### src/rtl/chan_buf_tracker.sv
module chan_buf_tracker #(
  parameter int LO_W   = 16,
  parameter int NBASE  = 8,
  parameter int BYTE_W = 3
) (
  input  logic                       clk,
  input  logic                       rst_n,
  input  logic [1:0]                 ch_type,
  input  logic                       dir_tx,
  input  logic                       io_mode,
  input  logic [NBASE-1:0][LO_W-1:0] base_hi,
  input  logic [LO_W-1:0]            nb_start,
  input  logic [LO_W-1:0]            nb_end,
  input  logic                       nb_ready,
  output logic                       nb_req,
  output logic                       nb_take,
  input  logic                       beat_valid,
  input  logic [BYTE_W-1:0]          beat_bytes,
  input  logic                       beat_last,
  output logic                       beat_ready,
  input  logic                       io_wr,
  input  logic [2*LO_W-1:0]          io_data,
  output logic                       active,
  output logic                       buf_done,
  output logic                       starved,
  output logic [LO_W-1:0]            cur_ptr,
  output logic [LO_W-1:0]            fin_ptr,
  output logic [2*LO_W-1:0]          addr,
  output logic [2*LO_W-1:0]          rx_data
);

  localparam logic [1:0] T_ISO = 2'b01;
  localparam logic [LO_W-1:0] QUAD_MASK = {{(LO_W-2){1'b1}}, 2'b00};
  localparam logic [LO_W-1:0] QUAD_STEP = LO_W'(4);

  logic is_iso, is_pkt, take, hit, close, reached, ran, io_load;
  logic [LO_W-1:0] mask, step;

  assign is_iso     = (ch_type == T_ISO);
  assign is_pkt     = ch_type[1];
  assign mask       = is_iso ? '1 : QUAD_MASK;
  assign step       = is_iso ? LO_W'(beat_bytes) : QUAD_STEP;

  assign nb_req     = ~active & ~io_mode;
  assign nb_take    = nb_req & nb_ready;
  assign beat_ready = active & ~io_mode;
  assign take       = beat_ready & beat_valid;
  assign hit        = (cur_ptr >= fin_ptr);
  assign close      = take & (is_pkt ? (beat_last & (reached | hit)) : hit);
  assign starved    = ran & nb_req & ~nb_ready;
  assign io_load    = io_mode & io_wr & ~dir_tx;

  assign addr       = {base_hi[{dir_tx, ch_type}], cur_ptr};
  assign rx_data    = {cur_ptr, fin_ptr};

  always_ff @(posedge clk) begin
    if (!rst_n) begin
      active   <= 1'b0;
      buf_done <= 1'b0;
      reached  <= 1'b0;
      ran      <= 1'b0;
      cur_ptr  <= '0;
      fin_ptr  <= '0;
    end else begin
      buf_done <= close;
      if (io_load) begin
        cur_ptr <= io_data[2*LO_W-1:LO_W];
        fin_ptr <= io_data[LO_W-1:0];
      end else if (nb_take) begin
        cur_ptr <= nb_start & mask;
        fin_ptr <= nb_end & mask;
        active  <= 1'b1;
        reached <= 1'b0;
        ran     <= 1'b1;
      end else if (take) begin
        cur_ptr <= cur_ptr + step;
        if (close) begin
          active  <= 1'b0;
          reached <= 1'b0;
        end else if (hit) begin
          reached <= 1'b1;
        end
      end
    end
  end


  done_pulse_chk: assert property (@(posedge clk) disable iff (!rst_n)
    buf_done |=> !buf_done);


  done_idle_chk: assert property (@(posedge clk) disable iff (!rst_n)
    buf_done |-> !active);


  quad_step_chk: assert property (@(posedge clk) disable iff (!rst_n)
    (beat_ready && beat_valid && !is_iso) |=> (cur_ptr == $past(cur_ptr) + QUAD_STEP));


  stall_hold_chk: assert property (@(posedge clk) disable iff (!rst_n)
    (starved && beat_valid) |=> $stable(cur_ptr));


  align_chk: assert property (@(posedge clk) disable iff (!rst_n)
    (active && !io_mode && !is_iso) |-> (cur_ptr[1:0] == 2'b00 && fin_ptr[1:0] == 2'b00));


  io_no_take_chk: assert property (@(posedge clk) disable iff (!rst_n)
    io_mode |-> !nb_take);

endmodule

### config.mk
export PLATFORM = sky130hd
export DESIGN_NAME = chan_buf_tracker
export DESIGN_NICKNAME = d
export VERILOG_FILES = /design/src/rtl/chan_buf_tracker.sv
export SDC_FILE = /design/constraint.sdc
export NUM_CORES = 1
export LEC_CHECK = 0
export ABC_CLOCK_PERIOD_IN_PS = 3900
export CAP_MARGIN = 15
export CORE_AREA = 2 2 121 123
export CTS_BUF_LIST = sky130_fd_sc_hd__clkbuf_4
export DETAILED_ROUTE_END_ITERATION = 16
export DIE_AREA = 0 0 123 125
export GPL_ROUTABILITY_DRIVEN = 0
export PLACE_DENSITY_LB_ADDON = 0.1
export SETUP_SLACK_MARGIN = 0.5
export SYNTH_ARGS = -nofsm -noshare
export SYNTH_HDL_FRONTEND = slang
export SYNTH_SLANG_ARGS = --single-unit
### constraint.sdc
create_clock -name clk -period 3.9 [get_ports clk]
set_clock_uncertainty 0.1 [all_clocks]
set_input_delay 0.39 -clock clk [delete_from_list [all_inputs] [get_ports clk]]
set_output_delay 0.39 -clock clk [all_outputs]
set_load 0.005 [all_outputs]
### Yosys cells after proc, flatten, opt, wreduce, memory -nomap -nowiden

Cells that the tools add are included.

* $add $sub $neg: 1
* order comparisons: 2
* equality and inequality tests: 1
* muxes and demuxes: 17
* bitwise gates (word level): 18
* reductions and logical operators: 8

Operator list (count)
* 2-to-1 mux 16 bit: 6
* binary-select mux 16 bit (select 3 bit): 1
* bitwise AND 16 bit: 2
* adder 16 x 3 -> 16 bit: 1
* >= comparator 16 bit: 1
* bitwise AND 1 bit: 10
* 2-to-1 mux 1 bit: 8
* AND reduction 3 bit: 2
* nonzero test 2 bit: 3
* nonzero test 3 bit: 2
* inverter 1 bit: 5
* less-than comparator 3 x 4 -> 1 bit, second input constant: 1
* 2-to-1 mux 3 bit: 1
* equality test 2 x 1 -> 1 bit, second input constant: 1
* 2-to-1 mux 2 bit: 1
* AND reduction 2 bit: 1
* OR 1 bit: 1

* register bits after elaboration: 36
* input bits: 205
* output and inout port bits: 102
* logic and storage cells: 53

### Depth between registers and ports, before layout

Gate-level depths: netlist (run 1).

* depth after elaboration: 8
* mapped depth: 13
* mapped depth without buffers: 11

### Worst setup path after synthesis (run 1)

OpenSTA, ideal clock, no wires.

* path type: input-to-reg
* start point: input port ch_type[0]
* end point: register cur_ptr[12]
* arrival time: 2.640 ns
* data required time: 3.681 ns
* slack: 1.042 ns
* cell stages on the path: 12
* path buffers: 2
* cells stage by stage: buf_2 -> buf_4 -> nor2b_1 -> and2_1 -> ha_1 -> inv_1 -> fa_1 -> nor2b_1 -> o21bai_1 -> nor2_1 -> a21oi_1 -> o221a_2

* cells in the longest elaborated chain, start to end: 6

RTL lines
* start, declared: RTL line 8 `input logic [1:0] ch_type,`
* equality test 2 x 1 -> 1 bit: RTL line 39 `assign is_iso = (ch_type == T_ISO);`
* 2-to-1 mux 3 bit: RTL line 42 `assign step = is_iso ? LO_W'(beat_bytes) : QUAD_STEP;`
* adder 16 x 3 -> 16 bit: RTL line 76 `cur_ptr <= cur_ptr + step;`
* 2-to-1 mux 16 bit: RTL line 75 `end else if (take) begin`
* 2-to-1 mux 16 bit: RTL line 69 `end else if (nb_take) begin`
* 2-to-1 mux 16 bit: RTL line 66 `if (io_load) begin`
* end signal, assigned: RTL line 67 `cur_ptr <= io_data[2*LO_W-1:LO_W];`
* end signal, assigned: RTL line 70 `cur_ptr <= nb_start & mask;`
* end signal, assigned: RTL line 76
* end, declared: RTL line 26 `output logic [LO_W-1:0] cur_ptr,`

No other way between the ends. The select of a mux whose other input is x is not followed.
A chain may end at the register's enable or synchronous reset.

### Final worst setup path (run 1)

* start point: input port ch_type[1]
* end point: output port addr[24]

* cells in the longest elaborated chain, start to end: 2

RTL lines
* binary-select mux 16 bit (select 3 bit): RTL line 53 `assign addr = {base_hi[{dir_tx, ch_type}], cur_ptr};`
* 2-to-1 mux 16 bit (not written as such): RTL line 53
* end, declared: RTL line 28 `output logic [2*LO_W-1:0] addr,`

No other way between the ends. The select of a mux whose other input is x is not followed.

==> flow_summary_export.csv, run 1 <==
group,metric,value,unit
global_routing,grt_max_degree,35,
floorplan,io_pins,307,
logic_synthesis,synth_ff_type,"dfxtp_1",
logic_synthesis,syn-instance-count,404,
global_routing,grt_pass1_wl,24.8,mm
worst_setup_path,crit_family,"buffers and inverters",
drt,vias_per_cell,4.90,
drt,drt.antenna.violating_nets,0,
sta,relSlewSlack,0.300,
logic_synthesis,synth_top_area_share,0.195,
logic_synthesis,synth.most_common_cell,"buf_4",
global_routing,grt_overflow_total,0,
cts,clk_pin_slew,140,ps
cells_and_area,fin_area,6590,sq um
worst_hold_path,hold_class,"flip-flop to flip-flop",
floorplan,die_x,123,microns
floorplan,dieArea,15400,sq um
drt,drt_first_pass_iters,4,
worst_setup_path,r2r-end,"cur_ptr[11]",
logic_synthesis,synth_top_family_by_area,"multiplexers",
worst_setup_path,critPathMostFrequentCell,"clkdlybuf4s50_1",
worst_setup_path,arrival,2440,ps
cts,cts_root_buf,"clkbuf_4",
worst_setup_path,slowest_stage,"clkdlybuf4s50_1",
cts,cts_resized,0,
cells_and_area,area_growth,78.6,%
global_routing,antenna_found_initial,0,
logic_synthesis,yosysWarnings,0,
cts,cts.sinks,36,
placement,numPortBuffers,306,
cts,cts_setup_buffers,0,
worst_setup_path,endpoint_kind,"output pin",
worst_setup_path,criticalPathCategory,"primary input to output pin",
logic_synthesis,synth_xor_area_frac,0,
worst_hold_path,min_to,"ran",
sta,rsz0062_at_grt,"no",
logic_synthesis,synthArstFlopShare,0,
logic_synthesis,synth-edff-count,0,
floorplan,dieHeight,125,microns
drt,vias,4107,
worst_setup_path,r2r.worst_path.cells,7,
logic_synthesis,synth_nets,629,
worst_setup_path,cp_cell_sequence,"clkdlybuf4s50_1, buf_4, mux4_2, mux2_2, clkdlybuf4s50_1",
logic_synthesis,synth-seq-area-share,0.195,
logic_synthesis,avgSynthCellArea,9.14,sq um
logic_synthesis,post-synth-top-area-cell,"dfxtp_1",
job,drv_cap,0,
drt,drc,0,
cts,postCtsHoldBufs,0,
logic_synthesis,synth.area.mux_share,0.244,
power,ir_worst_vdd,0.0947,mV
drt,drt_iter0_markers,197,
cts,htree_levels,2,
cells_and_area,final_util,0.464,
global_routing,grt_pass1_vias,4383,
sta,fin_tns_setup,0,ps
sta,min_period_over_period,0.751,
power,p_total,0.00127,W
placement,dp_hpwl,13.3,mm
global_routing,grt_util_all_layers,0.209,
cts,cts_tree,"yes",
sta,min_period,2930,ps
sta,fmax,341,MHz
sta,finalHoldViolations,0,
cts,clockBufferDepth,2,
floorplan,std_cell_rows,44,
worst_setup_path,r2r_start,"active",
worst_setup_path,ff2ff_setup_slack,1510,ps
cells_and_area,final_nets,879,
floorplan,core_area,14200,sq um
status,status,"finished clean",
worst_setup_path,startpoint_type,"primary input",
worst_setup_path,cp.required,3410,ps
cells_and_area,antenna_cells,0,
placement,placed_area,6540,sq um
worst_hold_path,whs_path_depth,2,
worst_setup_path,cp-startpoint,"ch_type[1]",
cells_and_area,drive_above_1_share,0.118,
logic_synthesis,netlist_top_cells_count,"buf_4 (49), a21oi_1 (41), nand2_1 (37)",
cts,cts_buffers,5,
logic_synthesis,synth_cell_types,56,
power,p_per_area,193,nW/um^2
logic_synthesis,synth_simple_gate_area_share,0.124,
worst_setup_path,max_stage_delay,480,ps
drt,wire_per_inst,19.3,microns
sta,setup_viol,0,
floorplan,start_util,0.260,
drt,drt-total-wl,16.2,mm
cts,clock_latency,360,ps
logic_synthesis,ys_seq_elements,36,
sta,report.final.slew_viol_count,0,
logic_synthesis,synthAdderAreaFrac,0.0698,
logic_synthesis,syn_area,3690,sq um
power,p_leak,2.36,nW
logic_synthesis,yosys-top-cells-area,"dfxtp_1 (20%), mux4_2 (20%), buf_4 (10%), ha_1 (6.4%), a21oi_1 (5.6%)",
logic_synthesis,synth-compound-area-share,0.207,
worst_setup_path,cp_num_buf_inv,3,
sta,tightest_slew,1050,ps
worst_hold_path,min_from,"ran",
worst_setup_path,crit_path_max_fanout,34,
## through the flow
stage	hold WS (ps)	worst slack, ps	instances
6_report	398	972	839
5_1_grt	427	875	839
4_1_cts	390	951	839
3_5_place_dp	355	703	831
3_3_place_gp	345	786	831
2_1_floorplan	332	1040	404
## where the power goes
group | switching (W) | total [W] | leakage [nW] | internal [W]
combinational | 0.000209 | 0.000632 | 2.04 | 0.000423
sequential | 0.0000321 | 0.000420 | 0.294 | 0.000388
clock | 0.000147 | 0.000223 | 0.0293 | 0.0000758
## cell families (layout without fill, tap and decap cells)
family | count (synthesis) | count (layout)
buffers and inverters | 94 | 345
and+or+nand+nor | 92 | 92
AOI/OAI and AO/OA | 114 | 114
muxes | 48 | 48
adders and majority gates | 20 | 20
DFF | 36 | 36
## worst register-to-register path, stage by stage, from the launching register on
cell     delay (ps)
dfxtp_1         490
nor2_1          110
nand2_1         270
inv_1           140
nor2_2          520
nand2_2         330
a21oi_1         210
nor3_1           60
## placed cells by master, fill, tap and decap left out, drive strengths merged, types with 3 or more instances in the layout
master,Yosys,final
clkdlybuf4s50,0,305
a21oi,42,42
nand2,39,39
dfxtp,36,36
mux4,32,32
a22oi,24,24
inv,23,23
ha,19,19
nor2,19,19
mux2,16,16
o21ai,12,12
nand3,9,9
buf,60,9
a211oi,8,8
clkbuf,11,6
nor2b,5,5
a221oi,5,5
nor3,5,5
o211a,4,4
nand4,3,3
## worst max-delay path by stage
| stage | end | slack, ps | depth (start not counted) |
|---|---|---|---|
| after floorplan | cur_ptr[12] | 1040 | 12 |
| after global placement | cur_ptr[12] | 790 | 11 |
| after detailed placement | cur_ptr[12] | 700 | 11 |
| after CTS | addr[24] | 950 | 5 |
| after global routing | cur_ptr[10] | 870 | 11 |
| final | addr[24] | 970 | 5 |
## metal layers
layer  share of wire  track usage  wire length [microns]  vias up
met1            0.40        0.253                   6440     1934
met5               0            0                      0        -
met4           0.015       0.0441                    250        0
met3           0.072       0.0461                   1160       14
met2            0.51        0.374                   8300      188
li1                -            -                      -     1971
## state kept, by name, summed over array words and instances (netlist names)
| name | count |
|---|---|
| active | 1 |
| ran | 1 |
| reached | 1 |
| buf_done | 1 |
| cur_ptr | 16 |
| fin_ptr | 16 |
## final cells by class
type / instances / area, sq um
Multi-Input combinational cell: 274 / 2380
Inverter: 23 / 86.3
Tap cell: 184 / 230
Sequential cell: 36 / 721
Clock buffer: 6 / 45.0
Timing Repair Buffer: 314 / 3120
Fill cell: 1387 / 7610
Clock inverter: 2 / 11.3
Power figures use the tool's default switching activity.
==> run 2, diff against run 1 <==
--- a/config.mk
+++ b/config.mk
@@ -5,12 +5,12 @@
 export SDC_FILE = /design/constraint.sdc
 export NUM_CORES = 1
 export LEC_CHECK = 0
-export ABC_CLOCK_PERIOD_IN_PS = 3900
+export ABC_CLOCK_PERIOD_IN_PS = 2490
 export CAP_MARGIN = 15
-export CORE_AREA = 2 2 121 123
+export CORE_AREA = 2 2 118 120
 export CTS_BUF_LIST = sky130_fd_sc_hd__clkbuf_4
 export DETAILED_ROUTE_END_ITERATION = 16
-export DIE_AREA = 0 0 123 125
+export DIE_AREA = 0 0 120 122
 export GPL_ROUTABILITY_DRIVEN = 0
 export PLACE_DENSITY_LB_ADDON = 0.1
 export SETUP_SLACK_MARGIN = 0.5
==> constraint.sdc (replaced) <==
create_clock -name clk -period 2.49 [get_ports clk]
set_clock_uncertainty 0.1 [all_clocks]
set_input_delay 0.249 -clock clk [delete_from_list [all_inputs] [get_ports clk]]
set_output_delay 0.249 -clock clk [all_outputs]
set_load 0.005 [all_outputs]
==> flow_summary_export.csv, run 2 (synthesis results as in run 1) <==
group,metric,value,unit
floorplan,std_cell_rows,43,
cts,cts_tree,"yes",
power,ir_worst_vdd,0.146,mV
cells_and_area,fill_cells,1239,
drt,drt.antenna.violating_nets,0,
floorplan,dieHeight,122,microns
power,p_int,0.00147,W
drt,drt_first_pass_iters,5,
cts,clock_latency,350,ps
worst_setup_path,criticalPathCategory,"flip-flop to flip-flop",
drt,drt-met1-wl,6.34,mm
placement,numPortBuffers,306,
drt,drt-total-wl,17.5,mm
sta,min_period_over_period,0.833,
cells_and_area,multi_input_area,2610,sq um
sta,min_period,2080,ps
drt,dr_wl_met2,9.47,mm
drt,wire_per_inst,20.0,microns
cells_and_area,antenna_cells,0,
worst_setup_path,endpoint_kind,"flip-flop",
worst_setup_path,arrival,2200,ps
sta,report.final.slew_viol_count,0,
cts,cts_buffers,5,
sta,setup_viol,0,
global_routing,grt_pass1_vias,4735,
cells_and_area,layout_common_cells,"clkdlybuf4s50_1 (279), a21oi_1 (40), buf_4 (38), nand2_1 (35), mux4_2 (32)",
placement,dp_hpwl,13.9,mm
cells_and_area,drive_above_1_share,0.249,
sta,fmax,482,MHz
drt,vias,4374,
global_routing,grt_pass1_wl,25.8,mm
power,p_per_area,291,nW/um^2
sta,finalHoldViolations,0,
job,drv_cap,0,
cells_and_area,regArea,757,sq um
worst_hold_path,hold_class,"flip-flop to flip-flop",
sta,fin_hold_ws,384,ps
power,p_leak,2.70,nW
cells_and_area,layout.cells.most_common,"clkdlybuf4s50_1",
floorplan,dieArea,14600,sq um
sta,fin_tns_setup,0,ps
cts,cts.sinks,36,
floorplan,die_x,120,microns
cts,clk_pin_slew,120,ps
global_routing,antenna_found_initial,0,
global_routing,grt_max_degree,35,
cts,htree_levels,2,
global_routing,grt_overflow_total,0,
floorplan,start_util,0.273,
drt,drc,0,
drt,vias_per_cell,5.00,
floorplan,io_pins,307,
drt,met3WireLength,1.23,mm
cells_and_area,area_growth,96.1,%
sta,tightest_slew,425,ps
floorplan,core_area,13500,sq um
power,pwr-share-clk,0.151,
drt,highest_layer,"met4",
worst_setup_path,crit_path_max_fanout,3,
cells_and_area,top_regs,"cur_ptr x16, fin_ptr x16",
status,status,"finished clean",
power,power_frac_comb,0.543,
worst_setup_path,startpoint_type,"flip-flop",
sta,relSlewSlack,0.716,
drt,drt_iter0_markers,244,
power,switchingPower,0.000642,W
sta,rsz0062_at_grt,"yes",
cells_and_area,final_nets,919,
cts,cts_root_buf,"clkbuf_4",
cts,clockBufferDepth,2,
power,power_frac_seq,0.305,
global_routing,grt_util_all_layers,0.232,
power,switching_share,0.304,
worst_setup_path,cp.required,2620,ps
## run 2: changes by cell type in the layout (fill, tap and decap cells not counted), sizes merged
cell,before,now
buf,9,50
bufbuf,0,1
clkbuf,6,13
clkdlybuf4s15,0,8
clkdlybuf4s50,305,279
clkinvlp,1,0
dlygate4sd2,0,9
## run 2: worst max-delay path: stages (launching register included)
cell	delay, ps
dfxtp_2	350
inv_1	60
ha_4	260
nand4_1	120
nor2_1	170
nand3_2	100
o31a_1	300
a311o_1	360
o2111a_1	140
## run 2: what timing repair did
action,CTS,global route
resized for setup,88,30
endpoints found under the setup margin,24,25
setup buffers,15,5
gates cloned,4,0
hold buffers,0,0
pin swaps,18,19
## run 2: path summary, 6_finish.rpt
check / start / to / slack (ps) / cells past startpoint
worst max-delay path: fin_ptr[13] / reached / 410 / 8
worst min-delay path: ran / ran / 380 / 2
worst max register to register: fin_ptr[13] / reached / 410 / 8
worst min register to register: ran / ran / 380 / 2
## run 2: power by group through the flow
stage,registers [W],logic [W],clock network [W]
floorplan,0.000656,0.000445,0
global placement,0.000659,0.00104,0
detailed placement,0.000660,0.00104,0
CTS,0.000642,0.00112,0.000336
global route,0.000648,0.00123,0.000355
finish,0.000643,0.00115,0.000319
## run 2: stage by stage
| step | area, sq um | util | worst slack (ps) | std cells | total power, W |
|---|---|---|---|---|---|
| CTS | 7130 | 0.528 | 415 | 869 | 0.00209 |
| global route | 7240 | 0.536 | 339 | 874 | 0.00223 |
| floorplan | 3740 | - | 183 | 404 | 0.00110 |
| detailed placement | 6720 | 0.498 | 60.4 | 843 | 0.00170 |
| global placement | 6720 | 0.498 | 105 | 843 | 0.00169 |
| finish | 7240 | 0.536 | 415 | 874 | 0.00211 |
## run 2: metal layers
metal | GRT usage | up-vias
li1 | - | 2052
met4 | 0.0779 | 0
met3 | 0.0543 | 26
met2 | 0.449 | 217
met1 | 0.244 | 2079
met5 | 0 | -
## run 2: layout make-up
cell class,count,area share
clock buffer,6,0.00622
clock inverter,1,0.000692
inverter,23,0.0123
multi-input combinational,274,0.361
sequential,36,0.105
tap,180,0.0311
timing repair buffer,354,0.484
==> run 3, diff against run 2 <==
--- a/config.mk
+++ b/config.mk
@@ -5,7 +5,7 @@
 export SDC_FILE = /design/constraint.sdc
 export NUM_CORES = 1
 export LEC_CHECK = 0
-export ABC_CLOCK_PERIOD_IN_PS = 2490
+export ABC_CLOCK_PERIOD_IN_PS = 1700
 export CAP_MARGIN = 15
 export CORE_AREA = 2 2 118 120
 export CTS_BUF_LIST = sky130_fd_sc_hd__clkbuf_4
==> constraint.sdc (replaced) <==
create_clock -name clk -period 1.7 [get_ports clk]
set_clock_uncertainty 0.1 [all_clocks]
set_input_delay 0.17 -clock clk [delete_from_list [all_inputs] [get_ports clk]]
set_output_delay 0.17 -clock clk [all_outputs]
set_load 0.005 [all_outputs]
==> flow_summary_export.csv, run 3 (synthesis results as in run 1) <==
group,metric,value,unit
status,status,"finished with violations",
status,violations,"setup timing",
cells_and_area,fin_cells,1028,
worst_setup_path,slowest_stage,"dfxtp_2",
cts,cts.sinks,36,
cells_and_area,top_regs,"cur_ptr x16, fin_ptr x16",
drt,vias,5096,
global_routing,grt_pass1_wl,28.4,mm
worst_setup_path,crit_path_max_fanout,3,
global_routing,grt_overflow_total,0,
sta,setup_viol,31,
drt,drt-total-wl,19.7,mm
worst_setup_path,crit_family,"compound AO/OA/AOI/OAI gates",
cts,cts_buffers,5,
sta,report.final.slew_viol_count,0,
sta,tightest_slew,511,ps
floorplan,dieHeight,122,microns
floorplan,core_area,13500,sq um
power,power_frac_comb,0.618,
cts,htree_levels,2,
cts,clk_pin_slew,150,ps
global_routing,grt_pass1_vias,5503,
worst_setup_path,cp_cell_sequence,"inv_1, ha_1, buf_4, nand4_1, o31a_1, a311o_1, o2111a_1",
placement,dp_cells,921,
cells_and_area,final_nets,1068,
floorplan,die_x,120,microns
floorplan,start_util,0.273,
sta,fmax,483,MHz
power,p_per_area,399,nW/um^2
drt,wire_per_inst,19.1,microns
placement,placed_area,7420,sq um
drt,drt.antenna.violating_nets,0,
worst_setup_path,cp.required,1830,ps
worst_setup_path,startpoint_type,"flip-flop",
drt,drt_iter0_markers,192,
power,ir_worst_vdd,0.303,mV
power,p_leak,4.09,nW
cells_and_area,layout.cells.most_common,"buf_6",
job,drv_cap,0,
sta,min_period_over_period,1.22,
floorplan,io_pins,307,
placement,dp_hpwl,14.5,mm
power,p_int,0.00256,W
power,switching_share,0.319,
sta,rsz0062_at_grt,"yes",
cts,cts_root_buf,"clkbuf_4",
worst_setup_path,criticalPathCategory,"flip-flop to flip-flop",
sta,relSlewSlack,0.659,
sta,finalHoldViolations,0,
sta,setup_slack,-370,ps
drt,drc,0,
cells_and_area,layout_common_cells,"buf_6 (185), clkdlybuf4s50_1 (125), dlygate4sd2_1 (77), buf_4 (77), mux4_2 (32)",
cells_and_area,fin_area,9410,sq um
global_routing,grt_max_degree,35,
worst_setup_path,cp_num_buf_inv,2,
cells_and_area,area_growth,155,%
placement,numPortBuffers,306,
worst_setup_path,max_stage_delay,370,ps
cts,clockBufferDepth,2,
worst_setup_path,arrival,2200,ps
sta,min_period,2070,ps
worst_hold_path,hold_class,"primary input to flip-flop",
power,power_frac_seq,0.250,
floorplan,dieArea,14600,sq um
power,switchingPower,0.00120,W
power,pwr-share-clk,0.133,
cts,clock_latency,360,ps
global_routing,antenna_found_initial,3,
cts,cts_tree,"yes",
cells_and_area,drive_above_1_share,0.602,
global_routing,grt_util_all_layers,0.251,
floorplan,std_cell_rows,43,
cts,postCtsHoldBufs,0,
worst_setup_path,endpoint_kind,"flip-flop",
drt,vias_per_cell,4.96,
drt,drt_first_pass_iters,5,
run 3: cell count changes in the layout (fill, tap and decap cells not counted), sizes merged:
cell           previous run  this run
dlygate4sd2               9        77
clkbuf                   13         6
clkdlybuf4s50           279       125
clkdlybuf4s15             8         1
clkinvlp                  0         1
diode                     0         4
bufbuf                    1         0
buf                      50       300
run 3: worst reg2reg max path: stages (launching register included):
cell,delay (ps)
dfxtp_2,370
inv_1,50
ha_1,290
buf_4,110
nand4_1,180
o31a_1,370
a311o_1,360
o2111a_1,130
run 3: layout make-up:
| cell class | instances | area [sq um] |
|---|---|---|
| repair buffers | 503 | 5190 |
| fillers | 1047 | 4100 |
| multi-input cells | 274 | 3060 |
| flip-flops and latches | 36 | 777 |
| well taps | 180 | 225 |
| inverters | 23 | 88.8 |
| clock buffers | 6 | 45.0 |
| clock inverters | 2 | 11.3 |
| diodes | 4 | 10.0 |
run 3: per-layer routing:
layer / GRT usage / wire length, microns / vias to the layer above
li1: - / - / 2354
met1: 0.254 / 6580 / 2448
met2: 0.494 / 11200 / 243
met3: 0.0487 / 1200 / 51
met4: 0.110 / 652 / 0
met5: 0 / 0 / -
run 3: power by group through the flow:
stage | clock [W] | combinational [W] | sequential [W]
2_1_floorplan | 0 | 0.000684 | 0.000963
3_3_place_gp | 0 | 0.00174 | 0.000941
3_5_place_dp | 0 | 0.00176 | 0.000941
4_1_cts | 0.000503 | 0.00211 | 0.000935
5_1_grt | 0.000537 | 0.00246 | 0.000944
6_report | 0.000498 | 0.00232 | 0.000938
run 3: per-stage QoR:
stage	setup WS (ps)	hold slack [ps]	total power [W]	utilization	TNS [ps]
finish	-370	298	0.00376	0.697	-5260
global route	-427	281	0.00394	0.697	-7080
CTS	-345	267	0.00355	0.652	-4610
detailed placement	-609	365	0.00270	0.549	-17680
global placement	-554	359	0.00268	0.549	-16700
floorplan	-481	203	0.00165	-	-5580
run 3: repair_timing:
| item | 4_1_cts | 5_1_grt |
|---|---|---|
| cloned | 4 | 0 |
| resized for setup | 768 | 89 |
| pin swaps | 61 | 48 |
| setup endpoints to repair | 138 | 136 |
| setup buffers | 68 | 23 |
run 3: worst paths after layout:
path                                   end  slack [ps]       start  cells past startpoint
worst max-delay path               reached        -370  fin_ptr[6]                      7
worst min-delay path            cur_ptr[1]         300  ch_type[1]                      5
worst max register to register     reached        -370  fin_ptr[6]                      7
worst min register to register         ran         430         ran                      2
